[config.mk]
export PLATFORM = sky130hd
export DESIGN_NAME = cpuhp_regfile
export DESIGN_NICKNAME = d
export VERILOG_FILES = /design/src/rtl/cpuhp_pkg.sv /design/src/rtl/cpuhp_slot.sv /design/src/rtl/cpuhp_scan.sv /design/src/rtl/cpuhp_rdmux.sv /design/src/rtl/cpuhp_regfile.sv
export SDC_FILE = /design/constraint.sdc
export NUM_CORES = 1
export LEC_CHECK = 0
export ABC_AREA = 1
export BUFFER_PORTS_ARGS = -buffer_cell sky130_fd_sc_hd__buf_2
export CAP_MARGIN = 20
export CORE_MARGIN = 4
export CORE_UTILIZATION = 45
export CTS_CLUSTER_DIAMETER = 200
export DETAILED_ROUTE_END_ITERATION = 6
export GPL_TIMING_DRIVEN = 0
export PLACE_DENSITY = 0.75
export SYNTH_ARGS = -nofsm -noshare
export SYNTH_HDL_FRONTEND = slang
export SYNTH_HIERARCHICAL = 1
export SYNTH_SLANG_ARGS = --single-unit
export TNS_END_PERCENT = 100
[constraint.sdc]
create_clock -name clk -period 3.2 [get_ports clk]
set_input_delay 0.16 -clock clk [delete_from_list [all_inputs] [get_ports clk]]
set_output_delay 0.16 -clock clk [all_outputs]
set_load 0.05 [all_outputs]
[src/rtl/cpuhp_pkg.sv]
package cpuhp_pkg;

    localparam int OFS_W = 4;

    localparam logic [OFS_W-1:0] OFS_SEL  = 4'd0;
    localparam logic [OFS_W-1:0] OFS_STAT = 4'd4;
    localparam logic [OFS_W-1:0] OFS_CMD  = 4'd5;
    localparam logic [OFS_W-1:0] OFS_DATA = 4'd8;

    localparam logic [7:0] CMD_SCAN    = 8'd0;
    localparam logic [7:0] CMD_OST_EV  = 8'd1;
    localparam logic [7:0] CMD_OST_ST  = 8'd2;
    localparam logic [7:0] CMD_ARCH_ID = 8'd3;

    // Per-processor state flags
    typedef struct packed {
        logic fw_eject;
        logic remove_ev;
        logic insert_ev;
        logic enabled;
    } slot_t;

    // Decoded control byte
    typedef struct packed {
        logic clr_ins;
        logic clr_rem;
        logic do_eject;
        logic hand_fw;
    } ctl_t;

    function automatic ctl_t decode_ctl(input logic [7:0] b);
        ctl_t c;
        c.clr_ins  = b[1];
        c.clr_rem  = b[2];
        c.do_eject = b[3];
        c.hand_fw  = b[4];
        return c;
    endfunction

    function automatic logic [7:0] status_byte(input slot_t s);
        return {3'b000, s.fw_eject, 1'b0, s.remove_ev, s.insert_ev, s.enabled};
    endfunction

    function automatic logic [63:0] arch_id(input logic [31:0] idx,
                                            input logic [31:0] lo_base,
                                            input logic [31:0] stride,
                                            input logic [31:0] hi_tag);
        logic [31:0] lo;
        lo = lo_base + idx * stride;
        return {hi_tag ^ idx, lo};
    endfunction

endpackage

[src/rtl/cpuhp_slot.sv]
module cpuhp_slot
    import cpuhp_pkg::*;
#(
    parameter bit IS_BOOT = 1'b0
) (
    input  logic  clk,
    input  logic  rst,
    input  logic  ctl_we,
    input  ctl_t  ctl,
    input  logic  plug_add,
    input  logic  plug_rem,
    output slot_t st,
    output logic  eject_fire
);

    slot_t st_q;
    slot_t st_d;

    assign eject_fire = ctl_we && ctl.do_eject && st_q.enabled;

    always_comb begin
        st_d = st_q;
        if (ctl_we) begin
            if (ctl.clr_ins) st_d.insert_ev = 1'b0;
            if (ctl.clr_rem) st_d.remove_ev = 1'b0;
            if (ctl.hand_fw) st_d.fw_eject  = 1'b1;
            if (ctl.do_eject && st_q.enabled) begin
                st_d.enabled   = 1'b0;
                st_d.insert_ev = 1'b0;
                st_d.fw_eject  = 1'b0;
            end
        end
        // hardware events win over software clears
        if (plug_add) begin
            st_d.enabled   = 1'b1;
            st_d.insert_ev = 1'b1;
        end
        if (plug_rem && st_q.enabled) begin
            st_d.remove_ev = 1'b1;
        end
    end

    always_ff @(posedge clk) begin
        if (rst) begin
            st_q <= '{fw_eject: 1'b0, remove_ev: 1'b0, insert_ev: 1'b0, enabled: IS_BOOT};
        end else begin
            st_q <= st_d;
        end
    end

    assign st = st_q;

endmodule

[src/rtl/cpuhp_scan.sv]
module cpuhp_scan #(
    parameter int NUM_CPU = 8,
    parameter int IDX_W   = 3
) (
    input  logic [NUM_CPU-1:0] pend,
    output logic               found,
    output logic [IDX_W-1:0]   idx
);

    always_comb begin
        found = 1'b0;
        idx   = '0;
        for (int i = NUM_CPU - 1; i >= 0; i--) begin
            if (pend[i]) begin
                found = 1'b1;
                idx   = IDX_W'(i);
            end
        end
    end

endmodule

[src/rtl/cpuhp_rdmux.sv]
module cpuhp_rdmux
    import cpuhp_pkg::*;
(
    input  logic [OFS_W-1:0] addr,
    input  logic             sel_valid,
    input  logic [7:0]       cmd,
    input  logic [31:0]      sel,
    input  logic [7:0]       stat,
    input  logic [63:0]      id,
    output logic [31:0]      rdata
);

    always_comb begin
        rdata = '0;
        if (sel_valid) begin
            unique case (addr)
                OFS_SEL: begin
                    if (cmd == CMD_ARCH_ID) rdata = id[63:32];
                end
                OFS_STAT: begin
                    rdata = {24'd0, stat};
                end
                OFS_DATA: begin
                    if (cmd == CMD_SCAN)         rdata = sel;
                    else if (cmd == CMD_ARCH_ID) rdata = id[31:0];
                end
                default: rdata = '0;
            endcase
        end
    end

endmodule

[src/rtl/cpuhp_regfile.sv]
module cpuhp_regfile
    import cpuhp_pkg::*;
#(
    parameter int          NUM_CPU    = 8,
    parameter logic [31:0] ID_LO_BASE = 32'h0000_0010,
    parameter logic [31:0] ID_STRIDE  = 32'h0000_0002,
    parameter logic [31:0] ID_HI_TAG  = 32'hA500_0000,
    localparam int         IDX_W      = (NUM_CPU > 1) ? $clog2(NUM_CPU) : 1
) (
    input  logic             clk,
    input  logic             rst,
    input  logic             bus_wr,
    input  logic [3:0]       bus_addr,
    input  logic [31:0]      bus_wdata,
    output logic [31:0]      bus_rdata,
    input  logic             plug_valid,
    input  logic             plug_remove,
    input  logic [IDX_W-1:0] plug_idx,
    output logic             eject_pulse,
    output logic [IDX_W-1:0] eject_idx,
    output logic             ost_valid,
    output logic [31:0]      ost_event,
    output logic [31:0]      ost_status
);

    localparam logic [31:0] CPU_LIMIT = 32'(NUM_CPU);

    // Selector: initialised once, untouched by reset
    logic [31:0] sel_q = '0;
    logic [7:0]  cmd_q;
    logic        sel_valid;
    logic [IDX_W-1:0] sel_idx;

    assign sel_valid = (sel_q < CPU_LIMIT);
    assign sel_idx   = sel_q[IDX_W-1:0];

    logic wr_sel, wr_ctl, wr_cmd, wr_data, scan_go;
    assign wr_sel  = bus_wr && (bus_addr == OFS_SEL);
    assign wr_ctl  = bus_wr && (bus_addr == OFS_STAT) && sel_valid;
    assign wr_cmd  = bus_wr && (bus_addr == OFS_CMD)  && sel_valid;
    assign wr_data = bus_wr && (bus_addr == OFS_DATA) && sel_valid;
    assign scan_go = wr_cmd && (bus_wdata[7:0] == CMD_SCAN);

    ctl_t ctl;
    assign ctl = decode_ctl(bus_wdata[7:0]);

    slot_t              slot_st [NUM_CPU];
    logic [NUM_CPU-1:0] pend;
    logic [NUM_CPU-1:0] fire;

    generate
        for (genvar g = 0; g < NUM_CPU; g++) begin : g_slot
            logic hit;
            logic add_g;
            logic rem_g;
            assign hit   = (sel_idx == IDX_W'(g));
            assign add_g = plug_valid && !plug_remove && (plug_idx == IDX_W'(g));
            assign rem_g = plug_valid &&  plug_remove && (plug_idx == IDX_W'(g));

            cpuhp_slot #(.IS_BOOT(g == 0)) u_slot (
                .clk        (clk),
                .rst        (rst),
                .ctl_we     (wr_ctl && hit),
                .ctl        (ctl),
                .plug_add   (add_g),
                .plug_rem   (rem_g),
                .st         (slot_st[g]),
                .eject_fire (fire[g])
            );

            assign pend[g] = slot_st[g].insert_ev || slot_st[g].remove_ev;
        end
    endgenerate

    logic             scan_found;
    logic [IDX_W-1:0] scan_idx;

    cpuhp_scan #(.NUM_CPU(NUM_CPU), .IDX_W(IDX_W)) u_scan (
        .pend  (pend),
        .found (scan_found),
        .idx   (scan_idx)
    );

    always_ff @(posedge clk) begin
        if (wr_sel) begin
            sel_q <= bus_wdata;
        end else if (scan_go && scan_found) begin
            sel_q <= 32'(scan_idx);
        end
    end

    always_ff @(posedge clk) begin
        if (rst) begin
            cmd_q       <= CMD_SCAN;
            ost_event   <= '0;
            ost_status  <= '0;
            ost_valid   <= 1'b0;
            eject_pulse <= 1'b0;
            eject_idx   <= '0;
        end else begin
            ost_valid   <= 1'b0;
            eject_pulse <= |fire;
            if (|fire) eject_idx <= sel_idx;
            if (wr_cmd) cmd_q <= bus_wdata[7:0];
            if (wr_data) begin
                if (cmd_q == CMD_OST_EV) begin
                    ost_event <= bus_wdata;
                end else if (cmd_q == CMD_OST_ST) begin
                    ost_status <= bus_wdata;
                    ost_valid  <= 1'b1;
                end
            end
        end
    end

    slot_t       cur_slot;
    logic [63:0] cur_id;

    always_comb begin
        cur_slot = '0;
        for (int i = 0; i < NUM_CPU; i++) begin
            if (sel_idx == IDX_W'(i)) cur_slot = slot_st[i];
        end
    end

    assign cur_id = arch_id(32'(sel_idx), ID_LO_BASE, ID_STRIDE, ID_HI_TAG);

    cpuhp_rdmux u_rdmux (
        .addr      (bus_addr),
        .sel_valid (sel_valid),
        .cmd       (cmd_q),
        .sel       (sel_q),
        .stat      (status_byte(cur_slot)),
        .id        (cur_id),
        .rdata     (bus_rdata)
    );

endmodule

==> results.sh, run 1 <==
export IMPL_outcome="finished, final reports clean"
export IMPL_critPathMaxStageDelay_ps=510
export IMPL_fillerInstances=1552
export IMPL_yosys_register_bits=141
export IMPL_cts_tree="done"
export IMPL_yosys_top_cells_area="dfxtp_1 (30%), nand2_1 (18%), edfxtp_1 (13%)"
export IMPL_ff_latch_area_um2=3140
export IMPL_io_pins=145
export IMPL_met3_usage_pct=5.33
export IMPL_setup_violations=0
export IMPL_crit_buf_inv=3
export IMPL_cp_top_family="simple AND/OR/NAND/NOR gates"
export IMPL_wirelength_mm=21.0
export IMPL_multi_input_area_um2=3720
export IMPL_fin_nets=1367
export IMPL_yosysTopAreaCell="dfxtp_1"
export IMPL_track_usage_pct=22.3
export IMPL_syn_area_per_cell_um2=6.72
export IMPL_min_path_type="in2reg"
export IMPL_post_route_min_period_ps=2880
export IMPL_use_met1_pct=30.5
export IMPL_hp_start="bus_wdata[25]"
export IMPL_r2r_start="sel_q[31]"
export IMPL_hold_depth=3
export IMPL_ys_seq_area_share_pct=42.7
export IMPL_first_pass_iters=5
export IMPL_crit_start="sel_q[0]"
export IMPL_port_buffers=144
export IMPL_syn_area_um2=7360
export IMPL_chipWidth_um=136
export IMPL_clock_skew_final_ps=11.1
export IMPL_grt_pass1_wl_mm=33.2
export IMPL_initial_utilization_pct=46.2
export IMPL_avgViaCountPerCell=4.80
export IMPL_arrival_ps=2720
export IMPL_p_total_uw=3920
export IMPL_grt_max_degree=34
export IMPL_worst_slack_ps=320
export IMPL_clock_latency_ps=420
export IMPL_path_max_fanout=7
export IMPL_fin_tns_setup_ps=0
export IMPL_path_cells="inv_1 > nor3_1 > nand2_1 > o2111ai_1 > nor2_1 > nand4_1 > nand2_1 > nand2_1 > inv_1 > a21oi_1 > buf_2"
export IMPL_maxCapViolCount=0
export IMPL_rr_endpoint="eject_idx[1]"
export IMPL_dieArea_um2=18500
export IMPL_synth_top_area_share_pct=29.6
export IMPL_core_area_um2=15900
export IMPL_cp_start_kind="register"
export IMPL_tightest_slew_ps=823
export IMPL_drtIter0Drc=445
export IMPL_cts_buffer_depth=2
export IMPL_rows=46
export IMPL_peakVddDrop_mv=0.398
export IMPL_reg2regPathDepth=15
export IMPL_cts_made_buffers=17
export IMPL_cp_slowest_cell="edfxtp_1"
export IMPL_finalCritPeriodShare_pct=90.0
export IMPL_final_max_slew_viol_count=0
export IMPL_die_y_um=136
export IMPL_synth_edff_count=32
export IMPL_dp_hpwl_mm=15.7
export IMPL_routabilityCongestion=0.905
export IMPL_antenna_found_initial=2
export IMPL_syn2layout_area_growth_pct=25.3
export IMPL_rsz0062_at_grt="no"
export IMPL_synth_flop_cell="dfxtp_1"
export IMPL_cts_root_buf="clkbuf_16"
export IMPL_clock_sinks=141
export IMPL_grt_pass1_vias=6670
export IMPL_critPathMostFrequentCell="nand2_1"
export IMPL_drive_above_1_share_pct=18.9
export IMPL_crit_path_end_kind="output pin"
export IMPL_powerDensity_nw_per_um2=424
export IMPL_hold_violations=0
export IMPL_drc=0
export IMPL_yosys_warnings=6
export IMPL_pre_cts_slack_ps=255
export IMPL_vias=7452
export IMPL_hold_path_end="ost_status[25]"
export IMPL_ant_nets=0
export IMPL_synth_distinct_cells=33
export IMPL_wl_per_cell_um=13.5
export IMPL_gr_total_overflow=0
export IMPL_path_clk_slew_ps=60
export IMPL_r2r_setup_slack_ps=400
export IMPL_crit_required_ps=3040
export IMPL_leakage_uw=0.00427
export IMPL_grt_busiest_layer="met2"
export IMPL_syn_inst=1096
export IMPL_clock_fmax_mhz=347
export IMPL_async_reset_ff_share_pct=0
export IMPL_crit_type="reg2out"
export IMPL_grt_util_met2_pct=35.0
export IMPL_htreeDepth=4
export IMPL_whs_ps=24.0
export IMPL_relSlewSlack_pct=44.6
-- through the flow --
stage / instances / area [um^2] / utilization, %
floorplan: 1156 / 7590 / -
global placement: 1516 / 8580 / 53.8
detailed placement: 1517 / 8600 / 54.0
CTS: 1549 / 9180 / 57.6
global route: 1554 / 9230 / 57.9
finish: 1554 / 9230 / 57.9
-- layer usage --
metal / routed length [um] / share of wire [%]
met1: 9450 / 45
met2: 9500 / 45
met3: 1480 / 7.1
met4: 527 / 2.5
met5: 0 / 0
-- worst min-delay path, cell delays in order --
cell	delay, ps
buf_2	110
nor2_1	50
nor2_1	80
-- Yosys cell counts (5+ instances only) --
library cell and instances:
a21oi_1 104, buf_2 11, clkbuf_1 29, dfxtp_1 109
edfxtp_1 32, inv_1 124, inv_2 12, nand2_1 354
nand3_1 30, nand3_2 16, nand4_1 41, nor2_1 164
nor3_1 10, nor3_2 11, o21ai_0 11, or2_2 5
-- state kept, by name, indices dropped and copies added, names as in the netlist --
signal	count
sel_q	32
eject_pulse	1
ost_valid	1
ost_status	32
g_slot.u_slot/st	32
cmd_q	8
ost_event	32
eject_idx	3
-- layout by cell type, fill, tap and decap left out, drive strengths merged, types with 2 or more instances in the layout --
cell type and instances:
a21oi 104, clkinv 5, conb 62, nand4 41, a21boi 2, edfxtp 32
nand3 46, o211ai 2, buf 160, clkbuf 49, mux2 3, nand2 355
o21ai 12, inv 146, diode 2, o2111ai 2, nor3 21, dfxtp 109
nor2 169, or2 7, nor4 5
-- kinds of logic after synthesis --
kind of cell           synth area share (%)
flip-flops                             42.7
AO/OA/AOI/OAI                          8.62
other                                 0.102
AND/OR/NAND/NOR                        38.2
multiplexers                          0.459
buffers and inverters                  9.93
-- worst max path at each step --
stage / depth (start not counted) / to / slack, ps
floorplan: 10 / bus_rdata[11] / 470
global placement: 11 / bus_rdata[27] / 240
detailed placement: 11 / bus_rdata[27] / 260
CTS: 11 / bus_rdata[26] / 30
global route: 15 / eject_idx[1] / 10
finish: 11 / bus_rdata[4] / 320
-- power by group --
part           leakage, uW  switching, uW  internal [uW]
Clock             0.000282            854           1040
Sequential         0.00111           9.32           1830
Combinational      0.00287            138           52.5
Total              0.00427           1000           2910
-- cell type report --
| cell class | instances | area share (%) |
|---|---|---|
| clock inverter | 15 | 1.59 |
| sequential | 141 | 34.1 |
| buffer | 45 | 2.40 |
| inverter | 137 | 5.59 |
| multi-input combinational | 833 | 40.3 |
| clock buffer | 17 | 4.61 |
| timing repair buffer | 148 | 8.49 |
| tap | 216 | 2.93 |
| antenna | 2 | 0.0542 |
-- repair_timing --
item	in CTS	in global routing
hold buffers	0	1
resized for setup	2	10
setup endpoints to repair	20	23
setup buffers	0	2
hold endpoints to repair	0	1
pin swaps	0	1
No activity file was read; power rests on OpenSTA's default activity.
==> run 2, diff against run 1 <==
--- a/config.mk
+++ b/config.mk
@@ -13,9 +13,8 @@
 export CTS_CLUSTER_DIAMETER = 200
 export DETAILED_ROUTE_END_ITERATION = 6
 export GPL_TIMING_DRIVEN = 0
-export PLACE_DENSITY = 0.75
+export PLACE_DENSITY = 0.76
 export SYNTH_ARGS = -nofsm -noshare
 export SYNTH_HDL_FRONTEND = slang
-export SYNTH_HIERARCHICAL = 1
 export SYNTH_SLANG_ARGS = --single-unit
 export TNS_END_PERCENT = 100
==> results.sh, run 2 <==
export IMPL_grt_pass1_wl_mm=28.5
export IMPL_path_max_fanout=9
export IMPL_layout_common_cells="inv_1 (144), buf_2 (119), dfxtp_1 (109)"
export IMPL_pwr_share_seq_pct=45.8
export IMPL_relSlewSlack_pct=48.8
export IMPL_cp_start_kind="register"
export IMPL_swShare_pct=25.1
export IMPL_maxCapViolCount=0
export IMPL_yosys_top_cells_area="dfxtp_1 (35%), edfxtp_1 (15%), inv_1 (8.6%)"
export IMPL_grt_max_degree=21
export IMPL_antenna_found_initial=0
export IMPL_clock_skew_final_ps=8.94
export IMPL_path_clk_slew_ps=60
export IMPL_critPathMostFrequentCell="nand3_1"
export IMPL_intPower_uw=2990
export IMPL_p_total_uw=4000
export IMPL_hold_violations=0
export IMPL_synth_top_area_share_pct=34.5
export IMPL_outcome="finished, final reports clean"
export IMPL_drtIter0Drc=465
export IMPL_synthTopCellsByCount="inv_1 (144), dfxtp_1 (109), a21oi_1 (107), o21ai_0 (93), nor2_1 (89)"
export IMPL_cts_resized=0
export IMPL_path_cells="inv_1 > nand3_1 > nand2_1 > o22ai_1 > nand3_1 > o21ai_0 > nand3_1 > nand2_1 > a21oi_1 > buf_2"
export IMPL_yosys_warnings=0
export IMPL_core_area_um2=13800
export IMPL_routabilityCongestion=0.938
export IMPL_diodes=0
export IMPL_synth_flop_cell="dfxtp_1"
export IMPL_dp_hpwl_mm=13.1
export IMPL_ys_seq_area_share_pct=49.8
export IMPL_initial_utilization_pct=45.7
export IMPL_min_path_type="in2reg"
export IMPL_track_usage_pct=22.5
export IMPL_syn2layout_area_growth_pct=23.8
export IMPL_rsz0062_at_grt="no"
export IMPL_ctsHoldBuffers=0
export IMPL_final_common_cell="inv_1"
export IMPL_post_route_min_period_ps=2670
export IMPL_gr_total_overflow=0
export IMPL_finalCritPeriodShare_pct=83.3
export IMPL_clock_sinks=141
export IMPL_cts_made_buffers=17
export IMPL_die_y_um=126
export IMPL_rows=43
export IMPL_grt_pass1_vias=5650
export IMPL_crit_start="sel_q[2]"
export IMPL_peakVddDrop_mv=0.388
export IMPL_ant_nets=0
export IMPL_syn_inst=815
export IMPL_leakage_uw=0.00333
export IMPL_crit_required_ps=3040
export IMPL_synth_distinct_cells=34
export IMPL_fin_nets=1019
export IMPL_powerDensity_nw_per_um2=512
export IMPL_first_pass_iters=5
export IMPL_crit_path_end_kind="output pin"
export IMPL_dieArea_um2=16000
export IMPL_cp_slowest_cell="edfxtp_1"
export IMPL_whs_ps=37.8
export IMPL_port_buffers=118
export IMPL_hp_start="bus_wdata[13]"
export IMPL_clock_fmax_mhz=375
export IMPL_io_pins=145
export IMPL_final_max_slew_viol_count=0
export IMPL_drc=0
export IMPL_drive_above_1_share_pct=20.4
export IMPL_htreeDepth=4
export IMPL_yosysMostFrequentCell="inv_1"
export IMPL_syn_area_um2=6320
export IMPL_r2r_start="sel_q[22]"
export IMPL_power_frac_comb_pct=6.4
export IMPL_fillerInstances=1292
export IMPL_setup_violations=0
export IMPL_vias=5939
export IMPL_critPathMaxStageDelay_ps=470
export IMPL_cts_buffer_depth=2
export IMPL_synth_edff_count=32
export IMPL_avgViaCountPerCell=5.08
export IMPL_yosys_register_bits=141
export IMPL_syn_area_per_cell_um2=7.75
export IMPL_wirelength_mm=17.8
export IMPL_p_clk_share_pct=47.8
export IMPL_yosysTopAreaCell="dfxtp_1"
export IMPL_async_reset_ff_share_pct=0
export IMPL_arrival_ps=2510
export IMPL_cts_root_buf="clkbuf_16"
export IMPL_tightest_slew_ps=766
export IMPL_clock_latency_ps=430
export IMPL_crit_type="reg2out"
export IMPL_cts_tree="done"
export IMPL_switching_power_uw=1000
export IMPL_chipWidth_um=126
export IMPL_wl_per_cell_um=15.3
export IMPL_postCtsSetupRepairBufs=0
run 2: path summary, 6_finish.rpt:
| path | slack, ps | cells past startpoint | end |
|---|---|---|---|
| hold / removal | 40 | 3 | ost_status[13] |
| hold reg to reg | 440 | 2 | ost_event[4] |
| setup reg to reg | 560 | 8 | sel_q[8] |
| setup / recovery | 530 | 10 | bus_rdata[1] |
run 2: cells by family after synthesis:
| kind of cell | count (synthesis) | synth area share, % |
|---|---|---|
| DFF | 141 | 49.8 |
| and+or+nand+nor | 238 | 16.8 |
| buffers and inverters | 202 | 14.3 |
| AOI/OAI and AO/OA | 233 | 19.1 |
| other | 1 | 0.0594 |
run 2: per-stage QoR:
stage	setup WS, ps	setup TNS (ps)	utilization [%]	cells	instance area, um^2
floorplan	148	0	-	837	6400
global placement	-643	-20530	52.2	1135	7220
detailed placement	566	0	52.4	1136	7240
CTS	544	0	56.5	1168	7820
global route	291	0	56.5	1168	7820
finish	534	0	56.5	1168	7820
run 2: area by class of cell:
cell class / count / area [um^2] / area share [%]
clock buffers: 21 / 482 / 6.16
clock inverters: 11 / 92.6 / 1.18
plain buffers: 57 / 358 / 4.58
flip-flops and latches: 141 / 3140 / 40.2
inverters: 145 / 544 / 6.96
repair buffers: 119 / 606 / 7.75
well taps: 180 / 225 / 2.88
multi-input cells: 494 / 2370 / 30.3
run 2: power groups by stage:
stage	Sequential (uW)	Clock, uW	Combinational (uW)
2_1_floorplan	1870	0	170
3_3_place_gp	1870	0	248
3_5_place_dp	1870	0	250
4_1_cts	1830	1920	251
5_1_grt	1830	2000	278
6_report	1830	1910	255
run 2: routing by layer:
layer / global-route usage, % / vias up / part of all wire [%]
li1: - / 2942 / -
met1: 28.9 / 2702 / 43
met2: 35.9 / 263 / 46
met3: 7.16 / 32 / 9.4
met4: 7.57 / 0 / 1.9
met5: 0 / - / 0
run 2: critical path: cells and delay by family (launching register included):
family | cells | cell delay, ps
AO/OA/AOI/OAI | 3 | 370
buffers and inverters | 2 | 500
flip-flops | 1 | 470
AND/OR/NAND/NOR | 5 | 740
